[src/rtl/sep_pkg.sv]
package sep_pkg;
  localparam int BYTE_W = 8;
  localparam int TICK_W = 5;
  // Bit count after a start: 1 = armed, 9 = command taken, 17 = second byte taken.
  localparam logic [TICK_W-1:0] TICK_IDLE      = TICK_W'(0);
  localparam logic [TICK_W-1:0] TICK_ARMED     = TICK_W'(1);
  localparam logic [TICK_W-1:0] TICK_CMD_LAST  = TICK_W'(BYTE_W);
  localparam logic [TICK_W-1:0] TICK_CMD_DONE  = TICK_W'(BYTE_W + 1);
  localparam logic [TICK_W-1:0] TICK_BYTE_LAST = TICK_W'(2 * BYTE_W);
  localparam logic [TICK_W-1:0] TICK_BYTE_DONE = TICK_W'(2 * BYTE_W + 1);
  localparam logic [TICK_W-1:0] TICK_PAST      = TICK_W'(2 * BYTE_W + 2);

  typedef struct packed {
    logic start;
    logic stop;
    logic bit_ok;
    logic bit_bad;
    logic bit_val;
  } bus_evt_t;
endpackage

[src/rtl/sep_line_sampler.sv]
module sep_line_sampler
  import sep_pkg::*;
(
  input  logic     clk,
  input  logic     rst,
  input  logic     smp_valid,
  input  logic     scl_i,
  input  logic     sda_i,
  output bus_evt_t evt
);
  logic prev_scl_q, prev_sda_q;

  always_ff @(posedge clk) begin
    if (rst) begin
      prev_scl_q <= 1'b1;
      prev_sda_q <= 1'b1;
    end else if (smp_valid) begin
      prev_scl_q <= scl_i;
      prev_sda_q <= sda_i;
    end
  end

  logic scl_hold, scl_rise, sda_moved;
  always_comb begin
    scl_hold    = smp_valid & prev_scl_q & scl_i;
    scl_rise    = smp_valid & ~prev_scl_q & scl_i;
    sda_moved   = prev_sda_q ^ sda_i;
    evt.start   = scl_hold & sda_moved & ~sda_i;
    evt.stop    = scl_hold & sda_moved & sda_i;
    evt.bit_ok  = scl_rise & ~sda_moved;
    evt.bit_bad = scl_rise & sda_moved;
    evt.bit_val = sda_i;
  end

  // one sample never yields two kinds of event
  p_evt_excl_r2: assert property (@(posedge clk) disable iff (rst)
    $onehot0({evt.start, evt.stop, evt.bit_ok, evt.bit_bad}));

  // an unqualified sample keeps the stored line levels
  p_hold_prev_r12: assert property (@(posedge clk) disable iff (rst)
    !smp_valid |=> $stable(prev_scl_q) && $stable(prev_sda_q));
endmodule

[src/rtl/sep_byte_store.sv]
module sep_byte_store #(
  parameter int ADDR_W = 8,
  parameter int DATA_W = 8
) (
  input  logic              clk,
  input  logic              wr_en,
  input  logic [ADDR_W-1:0] wr_addr,
  input  logic [DATA_W-1:0] wr_data,
  input  logic [ADDR_W-1:0] rd_addr,
  output logic [DATA_W-1:0] rd_data
);
  localparam int DEPTH = 1 << ADDR_W;

  logic [DATA_W-1:0] mem [DEPTH];

  always_ff @(posedge clk) begin
    if (wr_en) mem[wr_addr] <= wr_data;
    rd_data <= mem[rd_addr];
  end
endmodule

[src/rtl/sep_frame_engine.sv]
module sep_frame_engine
  import sep_pkg::*;
#(
  parameter int ADDR_W = 8
) (
  input  logic              clk,
  input  logic              rst,
  input  bus_evt_t          evt,
  input  logic [BYTE_W-1:0] rd_data,
  output logic [ADDR_W-1:0] rd_addr,
  output logic              sda_o
);
  logic [TICK_W-1:0] tick_q, tick_d;
  logic              ack_q, ack_d;
  logic [BYTE_W-1:0] cmd_q, cmd_d;
  logic [BYTE_W-1:0] addr_q, addr_d;
  logic [BYTE_W-1:0] data_q, data_d;
  logic              load_q, load_d;
  logic              sda_q, sda_d;
  logic              armed;

  always_comb begin
    tick_d = tick_q;
    ack_d  = ack_q;
    cmd_d  = cmd_q;
    addr_d = addr_q;
    data_d = data_q;
    sda_d  = sda_q;
    load_d = 1'b0;
    armed  = (tick_q != TICK_IDLE) || ack_q;

    if (evt.start) begin
      tick_d = TICK_ARMED;
      ack_d  = 1'b0;
      cmd_d  = '0;
      sda_d  = 1'b1;
    end else if (evt.stop) begin
      tick_d = TICK_IDLE;
      ack_d  = 1'b0;
      sda_d  = 1'b1;
    end else if (evt.bit_ok && armed) begin
      if (ack_q) begin
        sda_d = 1'b0;
        ack_d = 1'b0;
      end else if (tick_q < TICK_CMD_DONE) begin
        cmd_d  = {cmd_q[BYTE_W-2:0], evt.bit_val};
        tick_d = tick_q + TICK_W'(1);
        sda_d  = 1'b1;
        if (tick_q == TICK_CMD_LAST) ack_d = 1'b1;
      end else if (tick_q < TICK_BYTE_DONE) begin
        if (cmd_q[0]) begin
          sda_d  = data_q[BYTE_W-1];
          data_d = {data_q[BYTE_W-2:0], 1'b0};
        end else begin
          addr_d = {addr_q[BYTE_W-2:0], evt.bit_val};
          sda_d  = 1'b1;
        end
        tick_d = tick_q + TICK_W'(1);
        if (tick_q == TICK_BYTE_LAST) begin
          ack_d  = 1'b1;
          load_d = 1'b1;
        end
      end else begin
        sda_d  = 1'b1;
        tick_d = TICK_PAST;
      end
    end

    if (load_q) data_d = rd_data;
    rd_addr = addr_d[ADDR_W-1:0];
  end

  always_ff @(posedge clk) begin
    if (rst) begin
      tick_q <= TICK_IDLE;
      ack_q  <= 1'b0;
      cmd_q  <= '0;
      addr_q <= '0;
      data_q <= '0;
      load_q <= 1'b0;
      sda_q  <= 1'b1;
    end else begin
      tick_q <= tick_d;
      ack_q  <= ack_d;
      cmd_q  <= cmd_d;
      addr_q <= addr_d;
      data_q <= data_d;
      load_q <= load_d;
      sda_q  <= sda_d;
    end
  end

  assign sda_o = sda_q;

  // idle keeps the line released
  p_idle_release_r3: assert property (@(posedge clk) disable iff (rst)
    (tick_q == TICK_IDLE) |-> sda_q);

  // a start arms framing with no acknowledge pending
  p_start_arms_r2: assert property (@(posedge clk) disable iff (rst)
    evt.start |=> (tick_q == TICK_ARMED) && !ack_q);

  // a pending acknowledge is driven low on the next good edge
  p_ack_low_r4: assert property (@(posedge clk) disable iff (rst)
    (evt.bit_ok && ack_q) |=> !sda_q);

  // an invalid edge changes no framing state
  p_bad_edge_r9: assert property (@(posedge clk) disable iff (rst)
    evt.bit_bad |=> $stable(tick_q) && $stable(cmd_q) && $stable(addr_q) && $stable(sda_q));

  // past the second byte the line stays released and the address holds
  p_past_release_r10: assert property (@(posedge clk) disable iff (rst)
    (tick_q == TICK_PAST) |-> sda_q);
  p_past_addr_r10: assert property (@(posedge clk) disable iff (rst)
    (tick_q == TICK_PAST) |=> $stable(addr_q));
endmodule

[src/rtl/serial_eeprom_responder.sv]
module serial_eeprom_responder
  import sep_pkg::*;
#(
  parameter int ADDR_W = 8
) (
  input  logic              clk,
  input  logic              rst,
  input  logic              smp_valid,
  input  logic              scl_i,
  input  logic              sda_i,
  output logic              sda_o,
  input  logic              pre_we,
  input  logic [ADDR_W-1:0] pre_addr,
  input  logic [7:0]        pre_data
);
  bus_evt_t          evt;
  logic [ADDR_W-1:0] rd_addr;
  logic [BYTE_W-1:0] rd_data;

  sep_line_sampler u_sampler (
    .clk       (clk),
    .rst       (rst),
    .smp_valid (smp_valid),
    .scl_i     (scl_i),
    .sda_i     (sda_i),
    .evt       (evt)
  );

  sep_byte_store #(.ADDR_W(ADDR_W), .DATA_W(BYTE_W)) u_store (
    .clk     (clk),
    .wr_en   (pre_we),
    .wr_addr (pre_addr),
    .wr_data (pre_data),
    .rd_addr (rd_addr),
    .rd_data (rd_data)
  );

  sep_frame_engine #(.ADDR_W(ADDR_W)) u_engine (
    .clk     (clk),
    .rst     (rst),
    .evt     (evt),
    .rd_data (rd_data),
    .rd_addr (rd_addr),
    .sda_o   (sda_o)
  );
endmodule

[config.mk]
export PLATFORM = sky130hd
export DESIGN_NAME = serial_eeprom_responder
export DESIGN_NICKNAME = d
export VERILOG_FILES = /design/src/rtl/sep_pkg.sv /design/src/rtl/sep_line_sampler.sv /design/src/rtl/sep_byte_store.sv /design/src/rtl/sep_frame_engine.sv /design/src/rtl/serial_eeprom_responder.sv
export SDC_FILE = /design/constraint.sdc
export NUM_CORES = 2
export LEC_CHECK = 0
export BUFFER_PORTS_ARGS = -buffer_cell sky130_fd_sc_hd__buf_4
export CORE_MARGIN = 2
export CORE_UTILIZATION = 40
export CTS_CLUSTER_SIZE = 8
export DETAILED_ROUTE_END_ITERATION = 8
export SYNTH_ARGS = -nofsm -noshare
export SYNTH_HDL_FRONTEND = slang
export SYNTH_SLANG_ARGS = --single-unit
[constraint.sdc]
create_clock -name clk -period 4.9 [get_ports clk]
set_input_delay 0.735 -clock clk [delete_from_list [all_inputs] [get_ports clk]]
set_output_delay 0.735 -clock clk [all_outputs]
set_load 0.03 [all_outputs]
# Word-level counts from Yosys, hierarchy flattened

Memories as Yosys holds them, arrays and structs flattened. A register that Yosys moved wholly into a read port is not among the register bits.
Cells that the tools add are included.

Add/subtract/negate cells: 1
Magnitude comparators: 2
Equal/unequal tests: 7
Multiplexer cells: 32
Bitwise gates (word level): 15
Reductions and logical operators: 14

Operators by type and width:

| kind                | count |
|---|---|
| $mux 8              | 15 |
| $mux 1              | 15 |
| $mux 5              | 2 |
| $and 1x1->1         | 8 |
| $reduce_and 7->1    | 1 |
| $ne 2x1->1 const B  | 3 |
| $not 1->1           | 6 |
| $reduce_bool 2->1   | 3 |
| $reduce_or 6->1     | 1 |
| $add 5x1->5 const B | 1 |
| $eq 5x4->1 const B  | 1 |
| $eq 5x5->1 const B  | 1 |
| $lt 5x4->1 const B  | 1 |
| $lt 5x5->1 const B  | 1 |
| $reduce_bool 5->1   | 1 |
| $reduce_and 2->1    | 2 |
| $reduce_and 4->1    | 1 |
| $ne 3x3->1 const B  | 1 |
| $reduce_bool 3->1   | 1 |
| $reduce_or 3->1     | 1 |
| $ne 2x2->1 const B  | 1 |
| $reduce_or 2->1     | 1 |
| $logic_and 1x1->1   | 1 |
| $logic_or 1x1->1    | 1 |
| $xor 1x1->1         | 1 |

Bits in registers: 27
RAM bits: 2048
Input bits: 22
Output and inout bits: 1
Word-level logic and storage cells: 82
Memories kept: 1

Memory list:

| name        | depth | width | read ports | clocked after Yosys merged registers in | wr ports | line                 | source |
|---|---|---|---|---|---|---|---|
| u_store.mem | 256   | 8     | 1          | 1                                       | 1        | sep_byte_store.sv:14 | `logic [DATA_W-1:0] mem [DEPTH];` |

# Logic depth before layout (Yosys ltp)

Depth after elaboration: 9
Depth in mapped cells: 18
Depth with buffers taken out: 12

# Hierarchy

From an unflattened synthesis, not the netlist that was laid out.

Cell total of the unflattened synthesis: 3896
Area, all modules: 81114.0 um^2

By module, submodules not included:

| module           | instances | cells each | area an instance (um^2) | seq. area each (um^2) |
|---|---|---|---|---|
| sep_byte_store   | 1         | 3733       | 79556.3                 | 61659.1 |
| sep_frame_engine | 1         | 149        | 1431.4                  | 500.5 |
| sep_line_sampler | 1         | 14         | 126.4                   | 40.0 |

# Least setup slack after synthesis

OpenSTA, ideal clock, no wires.

Path kind: input-to-reg
Start: in smp_valid
End: reg u_store.rd_data[4], read port of u_store.mem
Setup time: 134 ps
Arrival time: 3494 ps
Required time: 4766 ps
Path slack: 1272 ps
Cell stages on the path: 11
Cell sequence: buf_2 > nand3b_1 > or4_1 > nor2_2 > nor2_2 > mux2_4 > a2111o_1 > o311a_1 > nand4b_1 > a32o_1 > or4_1

Word-level cells in the longest chain between the ends: 7
Elaborated cells between the ends (all ways): 12

Ends and longest elaborated chain:

| what                      | line                         | source |
|---|---|---|
| from (decl)               | serial_eeprom_responder.sv:8 | `input logic smp_valid,` |
| $and 1x1->1 (2 in series) | sep_line_sampler.sv:26       | `scl_rise = smp_valid & ~prev_scl_q & scl_i;` |
| $and 1x1->1               | sep_line_sampler.sv:30       | `evt.bit_ok = scl_rise & ~sda_moved;` |
| $logic_and 1x1->1         | sep_frame_engine.sv:41       | `end else if (evt.bit_ok && armed) begin` |
| $mux 8                    | sep_frame_engine.sv:41       |  |
| $mux 8                    | sep_frame_engine.sv:37       | `end else if (evt.stop) begin` |
| $mux 8 (*)                | sep_frame_engine.sv:32       | `if (evt.start) begin` |
| to (decl)                 | sep_byte_store.sv:10         | `output logic [DATA_W-1:0] rd_data` |

Mark *: on every way between the ends. The rest lies on a longest branch, timed or not.
A chain may end at the register's enable or synchronous reset.

# Worst setup path after layout

Start: reg u_engine.tick_q[0]
End: reg u_store.rd_data[6], read port of u_store.mem

Word-level cells in the longest chain between the ends: 7
Elaborated cells between the ends (all ways): 11

Ends and longest elaborated chain:

| what                   | line                   | source |
|---|---|---|
| from (decl)            | sep_frame_engine.sv:13 | `logic [TICK_W-1:0] tick_q, tick_d;` |
| from (signal assigned) | sep_frame_engine.sv:83 | `tick_q <= tick_d;` |
| $lt 5x5->1             | sep_frame_engine.sv:50 | `end else if (tick_q < TICK_BYTE_DONE) begin` |
| $mux 8                 | sep_frame_engine.sv:50 |  |
| $mux 8                 | sep_frame_engine.sv:45 | `end else if (tick_q < TICK_CMD_DONE) begin` |
| $mux 8                 | sep_frame_engine.sv:42 | `if (ack_q) begin` |
| $mux 8 (*)             | sep_frame_engine.sv:41 |  |
| $mux 8 (*)             | sep_frame_engine.sv:37 |  |
| $mux 8 (*)             | sep_frame_engine.sv:32 |  |

Marked as above.

==> flow_summary.yaml <==
status:
  outcome: "finished with violations"
  violations: "setup timing"
synth:
  yosysSeqAreaShare_pct: 71.28
  synthArstFlopShare_pct: 0
  synth_top_area_share_pct: 70.47
  synth_cell_types: 88
  syn_area_per_cell_um2: 15.36
  synth.most_common_cell: "edfxtp_1"
  synth_flop_cell: "edfxtp_1"
  ys_ff_latch: 2083
  syn_inst: 5680
  synth_area_leaders: "edfxtp_1 (70%), mux4_2 (5.2%), mux2i_1 (4.2%), nand2_1 (2.4%), a221oi_1 (2.0%)"
  syn_nets: 5704
  yosysWarnings: 0
  synth_edf_count: 2048
  synth_top_cell_by_area: "edfxtp_1"
  ys_top_cells_by_count: "edfxtp_1 (2048), nand2_1 (567), nor2_1 (385)"
  syn-cell-area_mm2: 0.08726
detailed_routing:
  vias: 58480
  drc: 0
  drt-initial-drc-count: 9715
  wirelength_um: 313700
  first_pass_iters: 7
  drtAntennaViolNets: 0
  vias_per_cell: 6.568
  wl_per_cell_um: 35.23
finish:
  drive_gt1_share_pct: 17.88
  fill_cells: 18540
  multi_input_area_mm2: 0.02325
  regArea_mm2: 0.06221
  nets: 6020
  utilization_pct: 46.74
  syn2layout_area_growth_pct: 16.20
timing:
  setup_violations: 2
  timing.fmax_mhz: 199.2
  slew_headroom_pct: 7.490
  final.period_utilization_pct: 102.4
  finalMaxSlewViolations: 0
  period_minus_slack_ns: 5.019
  clock_skew_ns: 0.08116
  worstMarginPinSlew_ns: 1.370
  final-hold-violation-count: 0
  worst_slack_ns: -0.1193
power:
  leakage_nw: 32.99
  vdd_drop_max_mv: 0.3585
  power.total_mw: 39.00
  power_density_mw_per_mm2: 384.7
place:
  io_buffers: 22
  place.detailed.hpwl_um: 198700
  gp_congestion: 0.9829
  post-place-ws_ns: -0.9376
global_routing:
  track_usage_pct: 27.62
  grt_pass1_wl_um: 435600
  grt-ovfl-total: 0
  grt_max_degree: 130
  antenna_found_initial: 15
  grt_pass1_vias: 56120
clocking:
  clockBufferDepth: 4
  cts_tree: "yes"
  cts.sinks: 2083
  root_buffer: "clkbuf_16"
  clock_latency_ns: 0.95
  htree_levels: 5
  numCtsBuffers: 311
  clkTransAtPathRegs_ns: 0.05
  cts_hold_buf: 0
worst_setup_path:
  worstRegToRegCells: 14
  r2r_start: "u_engine.tick_q[0]"
  r2r_end: "u_store.rd_data[6]"
  setup.worst_path.start_class: "register"
  crit_arrival_ns: 5.91
  crit_type: "reg2reg"
  critPathCaptureType: "register"
  setup.worst_path.end: "u_store.rd_data[6]"
  crit_required_ns: 5.79
  startpoint: "u_engine.tick_q[0]"
  crit_fanout: 7
  reg2reg_slack_ns: -0.12
job:
  drv_cap: 0
floorplanning:
  initial_utilization_pct: 40.22
  die_h_um: 471.1
  core_area_mm2: 0.2170
  io_pins: 23
  die-area_mm2: 0.2219
  die_x_um: 471.1
  rows: 171
worst_hold_path:
  hp-class: "in2reg"
-- timing repair --
item                       4_1_cts  5_1_grt
buffers inserted                 0        0
setup endpoints to repair        4        4
gates resized for setup          7        4
-- cell usage in the layout (no fill, tap or decap), drive strengths merged, types with 12 or more instances in the layout --
| master | netlist | layout |
|---|---|---|
| a2111oi | 17 | 17 |
| a211oi | 46 | 46 |
| a21oi | 205 | 205 |
| a221oi | 203 | 203 |
| a22oi | 97 | 97 |
| a31oi | 57 | 57 |
| a32oi | 21 | 21 |
| and3 | 31 | 31 |
| buf | 288 | 433 |
| clkbuf | 150 | 361 |
| dfxtp | 35 | 35 |
| edfxtp | 2048 | 2048 |
| inv | 9 | 15 |
| mux2 | 43 | 43 |
| mux2i | 365 | 365 |
| mux4 | 200 | 200 |
| nand2 | 567 | 567 |
| nand3 | 150 | 150 |
| nand4 | 32 | 32 |
| nor2 | 392 | 392 |
| nor2b | 14 | 14 |
| nor3 | 82 | 82 |
| nor4 | 57 | 57 |
| o211ai | 32 | 32 |
| o21ai | 134 | 134 |
| o221ai | 65 | 65 |
| o22ai | 155 | 155 |
| o311ai | 18 | 18 |
| o31ai | 12 | 12 |
| or4 | 15 | 15 |
-- sequential cells by signal, indices dropped and copies added (netlist names) --
| register | cells |
|---|---|
| u_engine.addr_q | 8 |
| u_engine.cmd_q | 1 |
| u_engine.sda_o | 1 |
| u_engine.load_q | 1 |
| u_sampler.prev_sda_q | 1 |
| u_store.rd_data | 8 |
| u_store.mem | 2048 |
| u_engine.ack_q | 1 |
| u_sampler.prev_scl_q | 1 |
| u_engine.data_q | 8 |
| u_engine.tick_q | 5 |
-- worst min-delay path by stage --
stage / startpoint / end / cells after the start / slack [ns]
2_1_floorplan: u_store.rd_data[6] / u_engine.data_q[6] / 2 / 0.43
5_1_grt: scl_i / u_sampler.prev_scl_q / 2 / 0.06
6_report: scl_i / u_sampler.prev_scl_q / 2 / 0.07
4_1_cts: scl_i / u_sampler.prev_scl_q / 2 / 0.02
3_3_place_gp: u_store.rd_data[2] / u_engine.data_q[2] / 2 / 0.46
3_5_place_dp: u_store.rd_data[3] / u_engine.data_q[3] / 2 / 0.45
-- through the flow --
stage	hold slack (ns)	setup TNS (ns)	cells	area (um2)
CTS	0.01700	0	8900	101400
global route	0.05648	-0.001959	8902	101400
global placement	0.4589	-1.151	8537	93190
detailed placement	0.4538	-1.481	8537	93190
floorplan	0.4314	0	5680	87260
finish	0.06998	-0.1830	8905	101400
-- power breakdown --
part           internal [mW]  leakage (nW)  switching, mW
sequential              19.6          18.7         0.0155
combinational          0.133          10.3          0.522
clock                   11.4          3.98           7.32
total                   31.1          33.0           7.86
-- layer usage --
layer	GRT usage [%]	routed length, um	vias up
met3	8.307	40980	886
met4	14.33	18180	16
met2	40.83	137400	4221
li1	-	-	23430
met5	0	106	-
met1	36.80	117000	29930
-- worst max-delay path, stage by stage, from the launching register on --
cell and delay, ns:
dfxtp_1 0.42, inv_1 0.10, ha_1 0.23, nor4b_2 0.20
nor4_2 0.61, buf_4 0.23, nand2_1 0.24, buf_4 0.29
a21oi_2 0.74, buf_12 0.25, a22oi_1 0.08, o221ai_1 0.45
o311ai_0 0.44, a311o_1 0.54, nand4_1 0.12
-- area by class of cell --
type,instances,area share [%]
Inverter,9,0.03332
Clock buffer,353,7.945
Timing Repair Buffer,441,4.124
Multi-Input combinational cell,3150,22.93
Sequential cell,2083,61.35
Clock inverter,10,0.08391
Tap cell,2854,3.522
Antenna cell,5,0.01234
-- logic make-up (layout without fill, tap and decap cells) --
logic type / count (synthesis) / in the layout / synth area share, %
fa+ha+maj: 2 / 2 / 0.02867
compound gates: 1168 / 1168 / 9.498
other cells: 0 / 5 / 0
flops: 2083 / 2083 / 71.28
buf+inv: 447 / 813 / 2.412
xor+xnor: 1 / 1 / 0.01004
simple gates: 1371 / 1371 / 6.867
mux: 608 / 608 / 9.908
Note: power is estimated with default switching activity, not from simulation.
